### config.mk
export PLATFORM = sky130hd
export DESIGN_NAME = line_rx_silo
export DESIGN_NICKNAME = d
export VERILOG_FILES = /design/src/rtl/silo_pkg.sv /design/src/rtl/silo_datapath.sv /design/src/rtl/silo_ctrl.sv /design/src/rtl/line_rx_silo.sv
export SDC_FILE = /design/constraint.sdc
export NUM_CORES = 2
export LEC_CHECK = 0
export BUFFER_PORTS_ARGS = -buffer_cell sky130_fd_sc_hd__buf_2
export CAP_MARGIN = 20
export CORE_UTILIZATION = 40
export DETAILED_ROUTE_END_ITERATION = 6
export GPL_ROUTABILITY_DRIVEN = 0
export HOLD_SLACK_MARGIN = 0.15
export PLACE_DENSITY = 0.56
export SLEW_MARGIN = 10
export SYNTH_ARGS = -nofsm -noshare
export SYNTH_HDL_FRONTEND = slang
export SYNTH_HIERARCHICAL = 1
export SYNTH_SLANG_ARGS = --single-unit
### constraint.sdc
create_clock -name clk -period 10.7 [get_ports clk]
set_input_delay 2.14 -clock clk [delete_from_list [all_inputs] [get_ports clk]]
set_output_delay 2.14 -clock clk [all_outputs]
set_load 0.1 [all_outputs]
### src/rtl/silo_pkg.sv
package silo_pkg;
  localparam int CHAR_W = 8;
  localparam int TAG_W  = 4;

  localparam logic [1:0] SEL_CSR  = 2'd0;
  localparam logic [1:0] SEL_CHAR = 2'd1;
  localparam logic [1:0] SEL_FILL = 2'd2;

  localparam int B_RIE = 6;
  localparam int B_RI  = 7;
  localparam int B_MNT = 9;
  localparam int B_MC  = 11;
  localparam int B_SIE = 12;
  localparam int B_SI  = 14;

  typedef struct packed {
    logic              ovr;
    logic              frm;
    logic              par;
    logic [TAG_W-1:0]  line;
    logic [CHAR_W-1:0] data;
  } siloEntry_t;

  typedef struct packed {
    logic pop;
    logic clear;
  } siloCmd_t;
endpackage

### src/rtl/silo_datapath.sv
module silo_datapath
  import silo_pkg::*;
#(
  parameter int NLINES = 16,
  parameter int DEPTH  = 64,
  localparam int FILL_W = $clog2(DEPTH + 1),
  localparam int PTR_W  = $clog2(DEPTH)
) (
  input  logic                     clk,
  input  logic                     rstN,
  input  siloCmd_t                 cmd,
  input  logic [NLINES-1:0]        lineStrobe,
  input  logic [NLINES*CHAR_W-1:0] lineData,
  input  logic [NLINES-1:0]        lineParErr,
  input  logic [NLINES-1:0]        lineFrmErr,
  output siloEntry_t               headEntry,
  output logic [FILL_W-1:0]        fill,
  output logic [FILL_W-1:0]        fillNext
);
  logic [CHAR_W-1:0] holdData [NLINES];
  logic [NLINES-1:0] holdPar, holdFrm, pending, lostFlag;
  logic [TAG_W-1:0]  grantIdx;
  logic              grantValid;
  logic [PTR_W-1:0]  wrPtr, rdPtr;
  siloEntry_t        mem [DEPTH];
  siloEntry_t        newEntry;
  logic              isFull, isEmpty, doPop, doPush, dropFull;

  // lowest pending line wins
  always_comb begin
    grantValid = 1'b0;
    grantIdx   = '0;
    for (int i = NLINES - 1; i >= 0; i--) begin
      if (pending[i]) begin
        grantValid = 1'b1;
        grantIdx   = TAG_W'(i);
      end
    end
  end

  assign isFull   = (fill == FILL_W'(DEPTH));
  assign isEmpty  = (fill == '0);
  assign doPop    = cmd.pop && !isEmpty && !cmd.clear;
  assign doPush   = grantValid && (!isFull || doPop) && !cmd.clear;
  assign dropFull = grantValid && !doPush && !cmd.clear;
  assign fillNext = cmd.clear ? '0 : fill + FILL_W'(doPush) - FILL_W'(doPop);

  always_comb begin
    newEntry      = '0;
    newEntry.line = grantIdx;
    for (int i = 0; i < NLINES; i++) begin
      if (grantIdx == TAG_W'(i)) begin
        newEntry.data = holdData[i];
        newEntry.par  = holdPar[i];
        newEntry.frm  = holdFrm[i];
        newEntry.ovr  = lostFlag[i];
      end
    end
  end

  always_ff @(posedge clk or negedge rstN) begin
    if (!rstN) begin
      wrPtr <= '0;
      rdPtr <= '0;
      fill  <= '0;
    end else begin
      fill <= fillNext;
      if (cmd.clear) begin
        wrPtr <= '0;
        rdPtr <= '0;
      end else begin
        if (doPush) wrPtr <= wrPtr + 1'b1;
        if (doPop)  rdPtr <= rdPtr + 1'b1;
      end
    end
  end

  always_ff @(posedge clk) begin
    if (doPush) mem[wrPtr] <= newEntry;
  end

  assign headEntry = mem[rdPtr];

  for (genvar g = 0; g < NLINES; g++) begin : gLine
    logic grantHit, pendAfter, collide;
    assign grantHit  = grantValid && (grantIdx == TAG_W'(g));
    assign pendAfter = pending[g] && !grantHit;
    assign collide   = lineStrobe[g] && pendAfter;

    always_ff @(posedge clk or negedge rstN) begin
      if (!rstN) begin
        pending[g]  <= 1'b0;
        lostFlag[g] <= 1'b0;
        holdData[g] <= '0;
        holdPar[g]  <= 1'b0;
        holdFrm[g]  <= 1'b0;
      end else if (cmd.clear) begin
        pending[g]  <= 1'b0;
        lostFlag[g] <= 1'b0;
      end else begin
        if (lineStrobe[g] && !pendAfter) begin
          pending[g]  <= 1'b1;
          holdData[g] <= lineData[g*CHAR_W +: CHAR_W];
          holdPar[g]  <= lineParErr[g];
          holdFrm[g]  <= lineFrmErr[g];
        end else begin
          pending[g] <= pendAfter;
        end
        if (collide || (grantHit && dropFull)) lostFlag[g] <= 1'b1;
        else if (grantHit && doPush)           lostFlag[g] <= 1'b0;
      end
    end

    // a strobe on a still-held line marks the line as having lost data
    p_collide_marks_r6: assert property (@(posedge clk) disable iff (!rstN)
      (collide && !cmd.clear) |=> lostFlag[g]);
  end

  // the fill never exceeds the depth
  p_fill_bound_r5: assert property (@(posedge clk) disable iff (!rstN)
    fill <= FILL_W'(DEPTH));

  // a full store without a pop stays full
  p_full_holds_r5: assert property (@(posedge clk) disable iff (!rstN)
    (isFull && !cmd.pop && !cmd.clear) |=> (fill == FILL_W'(DEPTH)));

  // an empty store with nothing pending stays empty
  p_empty_stays_r1: assert property (@(posedge clk) disable iff (!rstN)
    (isEmpty && pending == '0) |=> (fill == '0));

  // only a pending line can be written
  p_push_pending_r4: assert property (@(posedge clk) disable iff (!rstN)
    doPush |-> (pending != '0));
endmodule

### src/rtl/silo_ctrl.sv
module silo_ctrl
  import silo_pkg::*;
#(
  parameter int DEPTH = 64,
  localparam int FILL_W = $clog2(DEPTH + 1)
) (
  input  logic              clk,
  input  logic              rstN,
  input  logic [1:0]        regSel,
  input  logic              regWr,
  input  logic              regRd,
  input  logic [15:0]       regWdata,
  output logic [15:0]       regRdata,
  output logic              irqRx,
  output logic              irqStorage,
  output siloCmd_t          cmd,
  input  siloEntry_t        headEntry,
  input  logic [FILL_W-1:0] fill,
  input  logic [FILL_W-1:0] fillNext
);
  logic              rieBit, sieBit, mntBit, riFlag, siFlag;
  logic [FILL_W-1:0] alarmLvl;
  logic              csrWr, fillWr, masterClr, siSet;

  assign csrWr     = regWr && (regSel == SEL_CSR);
  assign fillWr    = regWr && (regSel == SEL_FILL);
  assign masterClr = csrWr && regWdata[B_MC];
  assign cmd.clear = masterClr;
  assign cmd.pop   = regRd && (regSel == SEL_CHAR);
  assign siSet     = (alarmLvl != '0) && (fillNext == alarmLvl) && (fillNext > fill);

  always_ff @(posedge clk or negedge rstN) begin
    if (!rstN) begin
      rieBit   <= 1'b0;
      sieBit   <= 1'b0;
      mntBit   <= 1'b0;
      riFlag   <= 1'b0;
      siFlag   <= 1'b0;
      alarmLvl <= '0;
    end else if (masterClr) begin
      rieBit   <= 1'b0;
      sieBit   <= 1'b0;
      mntBit   <= 1'b0;
      riFlag   <= 1'b0;
      siFlag   <= 1'b0;
      alarmLvl <= '0;
    end else begin
      riFlag <= (fillNext != '0);
      if (csrWr) begin
        rieBit <= regWdata[B_RIE];
        sieBit <= regWdata[B_SIE];
        mntBit <= regWdata[B_MNT];
      end
      if (siSet)                          siFlag <= 1'b1;
      else if (csrWr && !regWdata[B_SI]) siFlag <= 1'b0;
      if (fillWr) alarmLvl <= regWdata[FILL_W-1:0];
    end
  end

  assign irqRx      = riFlag && rieBit;
  assign irqStorage = siFlag && sieBit;

  always_comb begin
    regRdata = '0;
    case (regSel)
      SEL_CSR: begin
        regRdata[B_RIE] = rieBit;
        regRdata[B_RI]  = riFlag;
        regRdata[B_MNT] = mntBit;
        regRdata[B_SIE] = sieBit;
        regRdata[B_SI]  = siFlag;
      end
      SEL_CHAR: if (fill != '0) regRdata = {1'b1, headEntry};
      SEL_FILL: begin
        regRdata[8 +: FILL_W]   = fill;
        regRdata[FILL_W-1:0]    = alarmLvl;
      end
      default: regRdata = '0;
    endcase
  end

  // receive flag mirrors the non-empty store
  p_ri_tracks_r7: assert property (@(posedge clk) disable iff (!rstN)
    riFlag == (fill != '0));

  // master clear empties the store and drops flags and level
  p_clear_all_r9: assert property (@(posedge clk) disable iff (!rstN)
    cmd.clear |=> (fill == '0 && !siFlag && !riFlag && alarmLvl == '0));

  // the storage flag rises only with the fill at the level
  p_si_rise_r8: assert property (@(posedge clk) disable iff (!rstN)
    $rose(siFlag) |-> (fill == alarmLvl && alarmLvl != '0));
endmodule

### src/rtl/line_rx_silo.sv
module line_rx_silo
  import silo_pkg::*;
#(
  parameter int NLINES = 16,
  parameter int DEPTH  = 64
) (
  input  logic                     clk,
  input  logic                     rstN,
  input  logic [NLINES-1:0]        lineStrobe,
  input  logic [NLINES*CHAR_W-1:0] lineData,
  input  logic [NLINES-1:0]        lineParErr,
  input  logic [NLINES-1:0]        lineFrmErr,
  input  logic [1:0]               regSel,
  input  logic                     regWr,
  input  logic                     regRd,
  input  logic [15:0]              regWdata,
  output logic [15:0]              regRdata,
  output logic                     irqRx,
  output logic                     irqStorage
);
  localparam int FILL_W = $clog2(DEPTH + 1);

  siloCmd_t          cmd;
  siloEntry_t        headEntry;
  logic [FILL_W-1:0] fill, fillNext;

  silo_ctrl #(.DEPTH(DEPTH)) i_ctrl (
    .clk(clk), .rstN(rstN), .regSel(regSel), .regWr(regWr), .regRd(regRd),
    .regWdata(regWdata), .regRdata(regRdata), .irqRx(irqRx),
    .irqStorage(irqStorage), .cmd(cmd), .headEntry(headEntry),
    .fill(fill), .fillNext(fillNext)
  );

  silo_datapath #(.NLINES(NLINES), .DEPTH(DEPTH)) i_data (
    .clk(clk), .rstN(rstN), .cmd(cmd), .lineStrobe(lineStrobe),
    .lineData(lineData), .lineParErr(lineParErr), .lineFrmErr(lineFrmErr),
    .headEntry(headEntry), .fill(fill), .fillNext(fillNext)
  );
endmodule

After elaboration in Yosys (flattened, before gate mapping)

Memories as Yosys holds them, arrays and structs flattened.
Index checks and enable logic that the tools add are counted.

Register bits: 223
Bits in writable memories: 960
Bits of input ports: 198
Output and inout port bits: 18
Logic and storage cells: 497
Memories: 1

Memory list:

| name       | words | width | rd ports | clocked after memory_dff | write ports | line                | source |
|---|---|---|---|---|---|---|---|
| i_data.mem | 64    | 15    | 1        | 0                        | 1           | silo_datapath.sv:25 | `siloEntry_t mem [DEPTH];` |

Add/subtract/negate cells: 4
Magnitude comparators: 1
Equal/unequal tests: 19
Muxes and demuxes: 174
Bitwise operators: 1
Reductions and logical operators: 208

Operator list:

| operator            | count |
|---|---|
| $mux 8              | 16 |
| $logic_and 1x1->1   | 111 |
| $mux 1              | 109 |
| $mux 4              | 16 |
| $reduce_bool 3->1   | 17 |
| $mux 3              | 16 |
| $logic_not 1->1     | 37 |
| $eq 4x4->1 const B  | 8 |
| $reduce_and 2->1    | 16 |
| $mux 6              | 4 |
| $mux 7              | 3 |
| $reduce_bool 7->1   | 3 |
| $logic_or 1x1->1    | 17 |
| $eq 4x3->1 const B  | 4 |
| $mux 16             | 1 |
| $add 6x1->6 const B | 2 |
| $pmux 1 s3          | 4 |
| $pmux 6 s2          | 1 |
| $eq 4x2->1 const B  | 2 |
| $reduce_bool 2->1   | 4 |
| $add 7x1->7         | 1 |
| $eq 7x7->1          | 1 |
| $eq 7x7->1 const B  | 1 |
| $gt 7x7->1          | 1 |
| 10 further kinds    | 12 |

Logic depth before layout (Yosys ltp)

Depth after elaboration: 33
Gate-level depth with buffers: 25
Mapped depth without buffers: 23

Modules after synthesis

The synthesis kept the hierarchy.

Modules (own cells, without submodules):

| module        | instances | cells each | area an instance (um2) | sequential area each (um2) |
|---|---|---|---|---|
| silo_datapath | 1         | 2400       | 47611.9                | 34107.7 |
| silo_ctrl     | 1         | 134        | 1097.3                 | 300.3 |

Worst setup path after synthesis

Ideal clock, no wire load.

Kind: input port to output port
Start: in regSel[1]
End: out regRdata[10]
Arrival: 4355 ps
Data required time: 8560 ps
Setup slack: 4205 ps
Cell stages on the path: 6
Buffers on the path: 1
Path through: inv_1 ha_1 a21boi_2 buf_6 a22oi_1 nor2b_1

Word-level cells in the longest chain between the ends: 2
Elaborated cells on any way between the ends: 3
Those cells by class: eq/ne: 2; mux: 1

RTL lines:

| element                                  | line               | source |
|---|---|---|
| start: declaration                       | line_rx_silo.sv:13 | `input logic [1:0] regSel,` |
| $eq 2x2->1 or $eq 2x1->1 (tied branches) | silo_ctrl.sv:65    | `case (regSel)` |
| $pmux 2 s2 *                             | silo_ctrl.sv:65    |  |
| end: declaration                         | line_rx_silo.sv:17 | `output logic [15:0] regRdata,` |

Every way passes the cells marked *; elsewhere a longest branch is shown, timed or not.

==> impl_metrics.xml <==
<?xml version="1.0" encoding="UTF-8"?>
<metrics>
  <group name="synth">
    <metric name="post-synth-top-count-cell" unit="">sky130_fd_sc_hd__edfxtp_1</metric>
    <metric name="synth_adder_area_share" unit="%">0.606</metric>
    <metric name="synth.area.mux_share" unit="%">19.0</metric>
    <metric name="postSynthCellCount" unit="">2534</metric>
    <metric name="synth_area_per_cell" unit="sq um">19.2</metric>
    <metric name="ys.warnings.count" unit="">6</metric>
    <metric name="xor_and_xnor_area_share_after_synthesis" unit="%">0.378</metric>
    <metric name="ys_seq_area_share" unit="%">70.6</metric>
    <metric name="yosys.area_share.simple" unit="%">4.14</metric>
    <metric name="postSynth.topFlopCell" unit="">sky130_fd_sc_hd__edfxtp_1</metric>
    <metric name="post_synth_instance_area" unit="sq mm">0.0487</metric>
    <metric name="synth_top_family_by_area" unit="">multiplexers</metric>
    <metric name="synth_commonest_cells" unit="">sky130_fd_sc_hd__edfxtp_1 (960), sky130_fd_sc_hd__mux4_2 (315), sky130_fd_sc_hd__dfrtp_1 (223), sky130_fd_sc_hd__nor2_1 (131), sky130_fd_sc_hd__nand2_1 (100)</metric>
    <metric name="cells_taking_the_most_area_after_synthesis" unit="">sky130_fd_sc_hd__edfxtp_1 (59%), sky130_fd_sc_hd__mux4_2 (15%), sky130_fd_sc_hd__dfrtp_1 (11%)</metric>
    <metric name="netlist.area_leader.share" unit="%">59.2</metric>
    <metric name="synth-seq-cells" unit="">1183</metric>
    <metric name="synth-edff-count" unit="">960</metric>
    <metric name="yosysTopAreaCell" unit="">sky130_fd_sc_hd__edfxtp_1</metric>
    <metric name="ys_async_sr_fraction" unit="%">18.9</metric>
    <metric name="synth_fp_nets" unit="">2755</metric>
    <metric name="synth_compound_gate_area_share" unit="%">3.58</metric>
    <metric name="yosys.cell_types.count" unit="">92</metric>
  </group>
  <group name="layout">
    <metric name="post_layout_nonfiller_instances" unit="">4532</metric>
    <metric name="flow.area_growth_from_synthesis" unit="%">14.6</metric>
    <metric name="drive_gt1_share" unit="%">33.9</metric>
    <metric name="post_layout_nets" unit="">3041</metric>
  </group>
  <group name="sta">
    <metric name="final_max_slew_viol_count" unit="">0</metric>
    <metric name="period_share" unit="%">67.5</metric>
    <metric name="setup_tns" unit="ns">0</metric>
    <metric name="setup_viol" unit="">0</metric>
    <metric name="finalWorstPathRequiredPeriod" unit="ns">7.23</metric>
    <metric name="relative_max_transition_margin" unit="%">25.7</metric>
    <metric name="setup_repair_after_global_routing_missed_its_margin" unit="">no</metric>
    <metric name="tightest_slew" unit="ns">1.11</metric>
    <metric name="achievable_freq" unit="MHz">138</metric>
    <metric name="report.final.hold_viol_count" unit="">0</metric>
    <metric name="fin_skew" unit="ns">0.0379</metric>
  </group>
  <group name="clock_tree">
    <metric name="worst_setup_hold_path_clk_slew" unit="ns">0.06</metric>
    <metric name="clock_sink_count" unit="">1183</metric>
    <metric name="cts-hold-fix-buffers" unit="">0</metric>
    <metric name="tritoncts_buffer_count" unit="">117</metric>
    <metric name="clk_path_buf_depth" unit="">3</metric>
    <metric name="clock_tree_from_tritoncts" unit="">done</metric>
    <metric name="cts_root_buffer" unit="">sky130_fd_sc_hd__clkbuf_16</metric>
    <metric name="htreeDepth" unit="">3</metric>
    <metric name="clock_latency" unit="ns">0.71</metric>
    <metric name="post-cts-setup-buffer-count" unit="">0</metric>
    <metric name="post_cts_sizing_count" unit="">0</metric>
  </group>
  <group name="worst_setup_path">
    <metric name="rr_startpoint" unit="">i_data/fill[4]$_DFF_PN0_</metric>
    <metric name="critical_path.max_stage_delay" unit="ns">0.75</metric>
    <metric name="end_point_of_the_critical_path" unit="">regRdata[14]</metric>
    <metric name="reg2reg_to" unit="">i_ctrl/siFlag$_DFFE_PN0P_</metric>
    <metric name="reg2reg_slack" unit="ns">5.37</metric>
    <metric name="worst_setup_path_startpoint" unit="">i_data/rdPtr[0]$_DFFE_PN0P_</metric>
    <metric name="worst_r2r_path_depth" unit="">22</metric>
    <metric name="critical_path.top_delay_family" unit="">multiplexers</metric>
    <metric name="crit_path_top_delay_cell" unit="">sky130_fd_sc_hd__buf_4</metric>
    <metric name="crit_chain" unit="">buf_4 &gt; buf_4 &gt; mux4_2 &gt; mux4_2 &gt; mux4_2 &gt; a222oi_1 &gt; nor2_1 &gt; buf_2</metric>
    <metric name="worst_ep_required_time" unit="ns">8.56</metric>
    <metric name="criticalPathCategory" unit="">flip-flop to output port</metric>
    <metric name="cp_num_cells" unit="">8</metric>
    <metric name="path_common_cell" unit="">sky130_fd_sc_hd__mux4_2</metric>
    <metric name="arrival" unit="ns">5.09</metric>
    <metric name="crit_path_max_fanout" unit="">41</metric>
    <metric name="endpoint_kind" unit="">output port</metric>
    <metric name="cp.buffers_inverters" unit="">3</metric>
    <metric name="startpoint_type" unit="">flip-flop</metric>
  </group>
  <group name="global_routing">
    <metric name="number_of_antenna_violations_at_the_first_check_in_global_routing" unit="">10</metric>
    <metric name="grt_max_degree" unit="">126</metric>
    <metric name="grt_remaining_overflow" unit="">0</metric>
    <metric name="grt_usage" unit="%">20.7</metric>
    <metric name="number_of_global_route_vias_before_repair" unit="">26500</metric>
    <metric name="wire_length_of_the_first_global_routing_pass" unit="microns">184000</metric>
  </group>
  <group name="pwr">
    <metric name="power.share.switching" unit="%">30.3</metric>
    <metric name="pwr-share-clk" unit="%">29.8</metric>
    <metric name="pwr_cell_area" unit="mW/mm^2">243</metric>
    <metric name="power.share.combinational" unit="%">26.8</metric>
    <metric name="power_frac_seq" unit="%">43.4</metric>
    <metric name="totalPowerFinal" unit="mW">13.6</metric>
    <metric name="worst_ir_drop_vdd" unit="mV">0.147</metric>
    <metric name="intPower" unit="mW">9.47</metric>
    <metric name="switchingPower" unit="mW">4.11</metric>
    <metric name="power.leakage" unit="nW">19.1</metric>
  </group>
  <group name="placement">
    <metric name="place_hpwl" unit="microns">79600</metric>
    <metric name="post-place-cells" unit="">4313</metric>
    <metric name="port_buffers" unit="">210</metric>
  </group>
  <group name="detailed_routing">
    <metric name="postRouteAntennaNets" unit="">0</metric>
    <metric name="met3RoutedLength" unit="microns">9020</metric>
    <metric name="average_wire_per_standard_cell" unit="microns">28.0</metric>
    <metric name="viasPerCell" unit="">5.67</metric>
    <metric name="detailroute.wirelength.met2" unit="microns">60900</metric>
    <metric name="top_layer_used" unit="">met4</metric>
    <metric name="detail_route.drc_violations" unit="">9</metric>
    <metric name="wirelength_met1" unit="microns">53500</metric>
    <metric name="routed_vias" unit="">25700</metric>
    <metric name="detail_route.wirelength" unit="microns">127000</metric>
    <metric name="drt-initial-drc-count" unit="">2634</metric>
    <metric name="drt_pass1_iterations" unit="">7</metric>
  </group>
  <group name="status">
    <metric name="failed_checks" unit="">design-rule violations</metric>
    <metric name="run_status" unit="">finished with violations</metric>
  </group>
  <group name="run">
    <metric name="maxCapViolations" unit="">0</metric>
  </group>
  <group name="hold_path">
    <metric name="hold-path-cell-count" unit="">1</metric>
    <metric name="min_path_type" unit="">flip-flop to flip-flop</metric>
  </group>
  <group name="floorplan">
    <metric name="chipHeight" unit="microns">351</metric>
    <metric name="top_level_ports" unit="">216</metric>
    <metric name="std_cell_rows" unit="">127</metric>
    <metric name="die_w" unit="microns">351</metric>
    <metric name="initial_core_util" unit="%">40.5</metric>
    <metric name="design.die.area" unit="sq mm">0.123</metric>
    <metric name="core_region_area" unit="sq mm">0.120</metric>
  </group>
</metrics>
-- worst reg2reg max path, stage by stage (launching register included) --
cell and delay [ns]:
sky130_fd_sc_hd__dfrtp_1 0.50, sky130_fd_sc_hd__inv_1 0.11, sky130_fd_sc_hd__ha_1 0.24, sky130_fd_sc_hd__nor4bb_1 0.15, sky130_fd_sc_hd__nand3_1 0.49, sky130_fd_sc_hd__o31ai_1 0.17, sky130_fd_sc_hd__buf_4 0.20, sky130_fd_sc_hd__nor2_1 0.24
sky130_fd_sc_hd__inv_1 0.11, sky130_fd_sc_hd__ha_1 0.29, sky130_fd_sc_hd__inv_1 0.04, sky130_fd_sc_hd__ha_1 0.20, sky130_fd_sc_hd__fa_1 0.44, sky130_fd_sc_hd__a21oi_1 0.15, sky130_fd_sc_hd__o21bai_1 0.11, sky130_fd_sc_hd__a21oi_1 0.17
sky130_fd_sc_hd__nor2_1 0.07, sky130_fd_sc_hd__or3_1 0.34, sky130_fd_sc_hd__a21oi_1 0.34, sky130_fd_sc_hd__ha_1 0.33, sky130_fd_sc_hd__nand4_1 0.13, sky130_fd_sc_hd__o221ai_1 0.14, sky130_fd_sc_hd__a41o_1 0.26
-- cells in the final DEF, fill, tap and decap left out, types with 26 or more instances in the layout --
cell type / synthesis / layout
sky130_fd_sc_hd__a211oi_1: 32 / 28
sky130_fd_sc_hd__a21oi_1: 65 / 64
sky130_fd_sc_hd__buf_2: 42 / 209
sky130_fd_sc_hd__buf_4: 8 / 100
sky130_fd_sc_hd__clkbuf_16: 0 / 118
sky130_fd_sc_hd__clkinv_1: 0 / 26
sky130_fd_sc_hd__dfrtp_1: 223 / 219
sky130_fd_sc_hd__edfxtp_1: 960 / 960
sky130_fd_sc_hd__inv_1: 32 / 32
sky130_fd_sc_hd__mux2_1: 32 / 32
sky130_fd_sc_hd__mux2_2: 93 / 93
sky130_fd_sc_hd__mux2_4: 40 / 40
sky130_fd_sc_hd__mux4_2: 315 / 315
sky130_fd_sc_hd__nand2_1: 100 / 100
sky130_fd_sc_hd__nor2_1: 131 / 130
-- per-stage QoR --
stage | instance area [sq um] | setup WS, ns | util [%] | hold slack [ns]
floorplan | 48700 | 4.21 | - | 0.450
global placement | 52000 | 3.33 | 43.2 | 0.467
detailed placement | 52000 | 3.30 | 43.2 | 0.481
CTS | 55800 | 3.34 | 46.4 | 0.495
global route | 55800 | 3.17 | 46.4 | 0.511
finish | 55800 | 3.47 | 46.4 | 0.494
-- cell families after synthesis --
kind of cell               Yosys count
AOI/OAI and AO/OA                  244
xor gates and xnor gates            21
muxes                              495
adders and majority gates           23
buffers and inverters              179
DFF                               1183
and+or+nand+nor                    389
-- registers in the layout (all words and copies together) (netlist names) --
signal,count
i_ctrl/rieBit,1
i_data/holdPar,16
i_data/mem,960
i_data/fill,7
i_data/pending,16
i_ctrl/riFlag,1
i_ctrl/mntBit,1
i_data/rdPtr,6
i_data/lostFlag,16
i_data/holdFrm,16
i_ctrl/alarmLvl,7
i_ctrl/siFlag,1
i_data/wrPtr,6
i_data/holdData,128
i_ctrl/sieBit,1
-- how the worst min path moves through the flow --
stage                                      from                          endpoint
2_1_floorplan         i_ctrl/mntBit$_DFFE_PN0P_         i_ctrl/mntBit$_DFFE_PN0P_
6_report         i_data/holdPar[15]$_DFFE_PN0P_    i_data/holdPar[15]$_DFFE_PN0P_
4_1_cts          i_data/holdPar[15]$_DFFE_PN0P_    i_data/holdPar[15]$_DFFE_PN0P_
3_5_place_dp     i_data/holdPar[15]$_DFFE_PN0P_    i_data/holdPar[15]$_DFFE_PN0P_
3_3_place_gp     i_data/holdData[0]$_DFFE_PN0P_    i_data/holdData[0]$_DFFE_PN0P_
5_1_grt        i_data/holdData[108]$_DFFE_PN0P_  i_data/holdData[108]$_DFFE_PN0P_
-- per-layer routing --
layer  GRT usage, %  vias to the layer above
met1           29.0                    13600
met5              0                        -
met3           3.56                      175
met4           6.23                        0
met2           33.1                      989
li1               -                    10900
-- cell type report --
type / count / area, sq um
Clock buffer: 142 / 3070
Antenna cell: 2 / 5.00
Timing Repair Buffer: 311 / 1830
Fill cell: 10100 / 64500
Tap cell: 1612 / 2020
Multi-Input combinational cell: 1172 / 13600
Clock inverter: 75 / 721
Inverter: 35 / 134
Sequential cell: 1183 / 34400
-- power groups by stage --
stage / Clock (mW) / Sequential [mW] / Combinational [mW]
global placement: 0 / 5.96 / 3.60
floorplan: 0 / 5.80 / 2.55
CTS: 4.14 / 5.90 / 3.68
detailed placement: 0 / 5.99 / 3.66
global route: 4.31 / 5.94 / 3.86
finish: 4.05 / 5.90 / 3.64
Note: power is estimated with default switching activity, not from simulation.
